## src/rtl/ts_pkg.sv

```systemverilog
package ts_pkg;
    typedef enum logic [2:0] {
        ST_IDLE      = 3'd0,
        ST_TUNE      = 3'd1,
        ST_SEEK_STEP = 3'd2,
        ST_SEEK_WAIT = 3'd3,
        ST_SEEK_EVAL = 3'd4
    } ts_state_t;

    localparam logic [2:0] RC_OK    = 3'd0;
    localparam logic [2:0] RC_RESET = 3'd1;
    localparam logic [2:0] RC_BAND  = 3'd2;
    localparam logic [2:0] RC_DAC   = 3'd3;
    localparam logic [2:0] RC_ABORT = 3'd6;
    localparam logic [2:0] RC_BUSY  = 3'd7;
endpackage

```

## src/rtl/ts_step_calc.sv

```systemverilog
module ts_step_calc #(
    parameter int POS_W = 10
) (
    input  logic [POS_W-1:0] pos,
    input  logic [1:0]       grid,
    input  logic             down,
    input  logic [POS_W-1:0] limit,
    output logic [POS_W-1:0] next_pos,
    output logic             past_limit
);
    logic [POS_W:0] step;
    logic [POS_W:0] sum;

    always_comb begin
        unique case (grid)
            2'd1:    step = (POS_W+1)'(1);
            2'd2:    step = (POS_W+1)'(2);
            2'd3:    step = (POS_W+1)'(4);
            default: step = (POS_W+1)'(1);
        endcase
        if (down) begin
            sum        = {1'b0, pos} - step;
            past_limit = sum[POS_W] || (sum[POS_W-1:0] < limit);
        end else begin
            sum        = {1'b0, pos} + step;
            past_limit = sum > {1'b0, limit};
        end
        next_pos = sum[POS_W-1:0];
    end
endmodule

```

## src/rtl/ts_fs_compare.sv

```systemverilog
module ts_fs_compare #(
    parameter int FS_W = 3
) (
    input  logic [FS_W-1:0] level,
    input  logic [FS_W-1:0] thresh,
    input  logic            need_boost,
    input  logic            boost,
    output logic            found
);
    assign found = (level >= thresh) && (!need_boost || boost);
endmodule

```

## src/rtl/ts_meas_timer.sv

```systemverilog
module ts_meas_timer #(
    parameter int MEAS_CYC = 4
) (
    input  logic clk,
    input  logic rst_n,
    input  logic load,
    output logic expired
);
    localparam int CW = $clog2(MEAS_CYC + 1);
    logic [CW-1:0] cnt;

    always_ff @(posedge clk or negedge rst_n) begin
        if (!rst_n)              cnt <= '0;
        else if (load)           cnt <= CW'(MEAS_CYC - 1);
        else if (cnt != '0)      cnt <= cnt - 1'b1;
    end

    assign expired = (cnt == '0);
endmodule

```

## src/rtl/tune_seek_seq.sv

```systemverilog
module tune_seek_seq #(
    parameter int POS_W    = 10,
    parameter int FS_W     = 3,
    parameter int MEAS_CYC = 4
) (
    input  logic             clk,
    input  logic             rst_n,
    input  logic             pwr_on,
    input  logic             tgt_lo_wr,
    input  logic             tgt_hi_wr,
    input  logic [7:0]       wr_byte,
    input  logic             id_wr,
    input  logic [1:0]       grid_sel,
    input  logic [FS_W-1:0]  fs_thresh,
    input  logic             fs_plus5,
    input  logic [FS_W-1:0]  fs_level,
    input  logic             fs_boost,
    input  logic [POS_W-1:0] band_lo,
    input  logic [POS_W-1:0] band_hi,
    input  logic             dac_at_limit,
    output logic [POS_W-1:0] tune_pos,
    output logic [2:0]       err_code,
    output logic             tuned,
    output logic             cmd_done
);
    import ts_pkg::*;

    localparam int TGT_W = 16;

    ts_state_t         state, nxt_state;
    logic [7:0]        tgt_lo_q;
    logic [TGT_W-1:0]  tgt_q;
    logic [1:0]        grid_q;
    logic              busy, start, cancel;
    logic              fin, fin_tuned, move;
    logic [2:0]        fin_code;
    logic [POS_W-1:0]  tgt_pos, seek_next, move_pos;
    logic              seek_past, found, timer_exp, timer_load;

    assign tgt_pos = tgt_q[POS_W-1:0];
    assign busy    = (state != ST_IDLE);
    assign start   = (state == ST_IDLE) && tgt_hi_wr && pwr_on;
    assign cancel  = busy && (id_wr || !pwr_on);

    ts_step_calc #(.POS_W(POS_W)) u_step (
        .pos(tune_pos), .grid(grid_q), .down(tgt_q[TGT_W-1]),
        .limit(tgt_pos), .next_pos(seek_next), .past_limit(seek_past)
    );

    ts_fs_compare #(.FS_W(FS_W)) u_fs (
        .level(fs_level), .thresh(fs_thresh), .need_boost(fs_plus5),
        .boost(fs_boost), .found(found)
    );

    ts_meas_timer #(.MEAS_CYC(MEAS_CYC)) u_tmr (
        .clk(clk), .rst_n(rst_n), .load(timer_load), .expired(timer_exp)
    );

    // next state and ending decision
    always_comb begin
        nxt_state  = state;
        fin        = 1'b0;
        fin_code   = RC_OK;
        fin_tuned  = 1'b0;
        move       = 1'b0;
        move_pos   = tune_pos;
        timer_load = 1'b0;
        if (cancel) begin
            nxt_state = ST_IDLE;
            fin       = 1'b1;
            fin_code  = RC_ABORT;
        end else begin
            unique case (state)
                ST_IDLE: begin
                    if (start)
                        nxt_state = (grid_sel == 2'd0) ? ST_TUNE : ST_SEEK_STEP;
                end
                ST_TUNE: begin
                    if (tgt_pos < band_lo || tgt_pos > band_hi) begin
                        nxt_state = ST_IDLE; fin = 1'b1; fin_code = RC_BAND;
                    end else if (tune_pos == tgt_pos) begin
                        nxt_state = ST_IDLE; fin = 1'b1; fin_tuned = 1'b1;
                    end else if (dac_at_limit) begin
                        nxt_state = ST_IDLE; fin = 1'b1; fin_code = RC_DAC;
                    end else begin
                        move     = 1'b1;
                        move_pos = (tgt_pos > tune_pos) ? tune_pos + 1'b1
                                                        : tune_pos - 1'b1;
                    end
                end
                ST_SEEK_STEP: begin
                    if (dac_at_limit) begin
                        nxt_state = ST_IDLE; fin = 1'b1; fin_code = RC_DAC;
                    end else if (seek_past) begin
                        nxt_state = ST_IDLE; fin = 1'b1; fin_code = RC_BAND;
                    end else begin
                        nxt_state  = ST_SEEK_WAIT;
                        move       = 1'b1;
                        move_pos   = seek_next;
                        timer_load = 1'b1;
                    end
                end
                ST_SEEK_WAIT: begin
                    if (timer_exp) nxt_state = ST_SEEK_EVAL;
                end
                ST_SEEK_EVAL: begin
                    if (found) begin
                        nxt_state = ST_IDLE; fin = 1'b1; fin_tuned = 1'b1;
                    end else begin
                        nxt_state = ST_SEEK_STEP;
                    end
                end
                default: nxt_state = ST_IDLE;
            endcase
        end
    end

    // state register
    always_ff @(posedge clk or negedge rst_n) begin
        if (!rst_n) state <= ST_IDLE;
        else        state <= nxt_state;
    end

    // outputs and held registers
    always_ff @(posedge clk or negedge rst_n) begin
        if (!rst_n) begin
            tgt_lo_q <= '0;
            tgt_q    <= '0;
            grid_q   <= '0;
            tune_pos <= '0;
            err_code <= RC_RESET;
            tuned    <= 1'b0;
            cmd_done <= 1'b0;
        end else begin
            cmd_done <= fin;
            if (tgt_lo_wr) tgt_lo_q <= wr_byte;
            if (start) begin
                tgt_q    <= {wr_byte, tgt_lo_q};
                grid_q   <= grid_sel;
                err_code <= RC_BUSY;
                tuned    <= 1'b0;
            end else if (fin) begin
                err_code <= fin_code;
                tuned    <= fin_tuned && pwr_on;
            end else if (!pwr_on) begin
                tuned    <= 1'b0;
            end
            if (move) tune_pos <= move_pos;
        end
    end
endmodule

```

## config.mk

```make
export PLATFORM = sky130hd
export DESIGN_NAME = tune_seek_seq
export DESIGN_NICKNAME = d
export VERILOG_FILES = /design/src/rtl/ts_pkg.sv /design/src/rtl/ts_step_calc.sv /design/src/rtl/ts_fs_compare.sv /design/src/rtl/ts_meas_timer.sv /design/src/rtl/tune_seek_seq.sv
export SDC_FILE = /design/constraint.sdc
export NUM_CORES = 1
export LEC_CHECK = 0
export ABC_AREA = 1
export BUFFER_PORTS_ARGS = -buffer_cell sky130_fd_sc_hd__buf_4
export CORE_ASPECT_RATIO = 2
export CORE_UTILIZATION = 40
export CTS_BUF_LIST = sky130_fd_sc_hd__clkbuf_8
export DETAILED_ROUTE_END_ITERATION = 10
export HOLD_SLACK_MARGIN = 0.03
export PLACE_DENSITY = 0.64
export SLEW_MARGIN = 10
export SYNTH_ARGS = -nofsm -noshare
export SYNTH_HDL_FRONTEND = slang
export SYNTH_SLANG_ARGS = --single-unit
```

## constraint.sdc

```tcl
create_clock -name clk -period 4.9 [get_ports clk]
set_input_delay 0.49 -clock clk [delete_from_list [all_inputs] [get_ports clk]]
set_output_delay 0.49 -clock clk [all_outputs]
set_load 0.01 [all_outputs]
```

==> impl_metrics.json <==
{
  "cp-startpoint": "grid_q[1]",
  "n_antenna_cell": 0,
  "end_kind": "flip-flop",
  "die_area_um2": 11410,
  "synthTopCellsByArea": "dfrtp_1 23%, ha_1 19%, nand2_1 15%, inv_1 8.6%, nand3_1 4.3%",
  "synth-simple-area-share_pct": 28.89,
  "hp-class": "input port to async pin",
  "track_usage_pct": 22.65,
  "synth_compound_area_share_pct": 11.59,
  "slew_viol_final": 0,
  "grt_pass1_wl_um": 19910,
  "synth_adder_area_share_pct": 20.50,
  "synth-xor-area-share_pct": 2.598,
  "cap_violations": 0,
  "status": "finished, final reports clean",
  "num_io_pins": 60,
  "synth-seq-cells": 42,
  "crit_end": "tune_pos[2]",
  "start_util_pct": 41.31,
  "antenna_found_initial": 0,
  "fp-row-count": 53,
  "place.gp.congestion": 0.9156,
  "rsz0062_at_grt": "no",
  "path_common_cell": "nand2_1",
  "regToRegEndpoint": "tune_pos[2]",
  "max_freq_mhz": 252.9,
  "fin_tns_setup_ns": 0,
  "layout_setup_ws_ns": 0.9453,
  "synth_edf_count": 0,
  "syn_to_final_growth_pct": 15.19,
  "clock_skew_ns": 0.01882,
  "synth_top_area_share_pct": 23.41,
  "reg2reg_slack_ns": 0.95,
  "synth_most_common_cell": "nand2_1",
  "grt_pass1_vias": 4314,
  "drt_wl_total_um": 12430,
  "synth_top_family_by_area": "simple AND/OR/NAND/NOR gates",
  "worstPathCellList": "inv_1 > nor2_1 > inv_1 > ha_1 > nand2_1 > o21ai_0 > nor2_1 > nand2_1 > xor2_1 > inv_1 > ha_1 > nand2_1 > nor2_1 > nand3_1 > nand3_1 > nand2_1 > nand2_2 > nand4_4 > nand2_4 > nand2_4 > nand2_1 > o21ai_2",
  "htreeDepth": 2,
  "via_per_inst": 5.143,
  "syn_area_um2": 4383,
  "required_ns": 5.12,
  "clkSlewWorstSetupHoldPaths_ns": 0.10,
  "antenna_left": 0,
  "clockBufferDepth": 2,
  "syn_inst": 626,
  "yosysUniqueCellTypes": 38,
  "ys_async_sr_fraction_pct": 100.0,
  "cts_root_buffer": "clkbuf_8",
  "rr_worst_depth": 22,
  "yosysWarningCount": 0,
  "die_y_um": 150.0,
  "max_slew_margin_pct": 40.04,
  "setup_viol": 0,
  "place_ws_ns": 0.9195,
  "tightest_slew_ns": 0.8992,
  "worstPathArrival_ns": 4.17,
  "syn-num-nets": 741,
  "netlist.top_cell.by_area": "dfrtp_1",
  "synth_mux_area_share_pct": 2.055,
  "max_stage_delay_ns": 0.43,
  "r2r_start": "grid_q[1]",
  "postSynthAreaPerCell_um2": 7.002,
  "crit_path_start_kind": "flip-flop",
  "ys.flop_type": "dfrtp_1",
  "wl_per_cell_um": 15.14,
  "core_um2": 10610,
  "grt_max_degree": 43,
  "path_class": "flip-flop to flip-flop",
  "hold_viol_final": 0,
  "cpMaxStageDelayCell": "o21ai_0",
  "fin_crit_ns": 3.955,
  "nNetsFinal": 798,
  "drive_above_1_share_pct": 15.20,
  "grt_overflow": 0,
  "tritoncts": "built",
  "clkSinkCount": 42,
  "fp.dieW_um": 76.02,
  "vias": 4222,
  "cts_resized": 0,
  "cts_hold_buf": 0,
  "port_buffers": 59,
  "yosysSeqAreaShare_pct": 24.01,
  "clkLatencyLatePin_ns": 0.32,
  "dr.pass1.iters": 4,
  "dp_hpwl_um": 10340,
  "cts_inserted_buffers": 5,
  "drc": 0,
  "cp_max_fo": 14,
  "ys_top_cells_by_count": "170 x nand2_1, 101 x inv_1, 67 x ha_1, 42 x nor2_1, 41 x dfrtp_1",
  "drtIter0Drc": 157,
  "period_share_pct": 80.71,
  "post_cts_buffers": 0
}
==> logic make-up after synthesis <==
logic type      after synthesis
compound gates               88
xor+xnor                     13
fa+ha+maj                    70
buf+inv                     117
flops                        42
mux                           8
simple gates                288
==> cell type report <==
cell class,instances,area (um^2)
clock buffers,5,68.82
clock inverters,3,23.77
fillers,1110,5562
inverters,106,397.9
multi-input cells,467,2877
flip-flops and latches,42,1052
well taps,137,171.4
repair buffers,61,457.9
==> placed cells by master, fill, tap and decap left out, drive strengths merged <==
cell type and count:
clkinvlp 2, dfrtp 41, a21o 7, inv 107, nand3b 3, a211oi 2, nor3 11, ha 67
and3 1, buf 61, o21ai 39, a21oi 26, nand2 175, xor2 11, xnor2 2, or2 3
o21a 2, a31oi 2, o22ai 2, clkbuf 5, o211ai 6, nor2 47, mux2 8, dfstp 1
nand4 10, nand3 38, o21bai 2, fa 3
==> worst min-delay path by stage <==
| stage | startpoint | endpoint | slack [ns] | depth (start not counted) |
|---|---|---|---|---|
| 2_1_floorplan | rst_n | cmd_done | 0.19 | 0 |
| 3_3_place_gp | u_tmr.cnt[2] | u_tmr.cnt[2] | 0.47 | 1 |
| 3_5_place_dp | u_tmr.cnt[2] | u_tmr.cnt[2] | 0.47 | 1 |
| 4_1_cts | rst_n | state[0] | 0.18 | 1 |
| 5_1_grt | rst_n | state[0] | 0.21 | 1 |
| 6_report | rst_n | tune_pos[0] | 0.17 | 1 |
==> critical path, delay by kind of cell (launching register included) <==
kind                     cells  cell delay (ns)
AND/OR/NAND/NOR             14             1.99
adder cells (fa/ha/maj)      2             0.60
AO/OA/AOI/OAI                2             0.48
flip-flops                   1             0.36
buffers and inverters        3             0.24
XOR/XNOR                     1             0.19
==> layer usage <==
layer	part of all wire [%]	GRT usage, %	up-vias
met5	0	0	-
met4	4.7	12.31	0
met3	2.4	2.012	28
met2	58	48.73	98
met1	35	19.70	1958
li1	-	-	2138
==> metrics by stage <==
stage / hold slack [ns] / cell area (um^2) / std cells / utilization, %
3_5_place_dp: 0.4700 / 4956 / 813 / 46.71
3_3_place_gp: 0.4708 / 4956 / 813 / 46.71
5_1_grt: 0.2077 / 5049 / 821 / 47.58
6_report: 0.1652 / 5049 / 821 / 47.58
2_1_floorplan: 0.1944 / 4383 / 626 / -
4_1_cts: 0.1818 / 5049 / 821 / 47.58
==> sequential cells by signal, indices dropped and copies added, names as in the netlist <==
signal and cells:
tgt_q 11, tune_pos 10, tgt_lo_q 8, err_code 3
state 3, u_tmr.cnt 3, grid_q 2, cmd_done 1
tuned 1
Power is left out: the tool's default activity adds up to more than one toggle a clock period on the data nets, which glitch-free logic cannot reach.
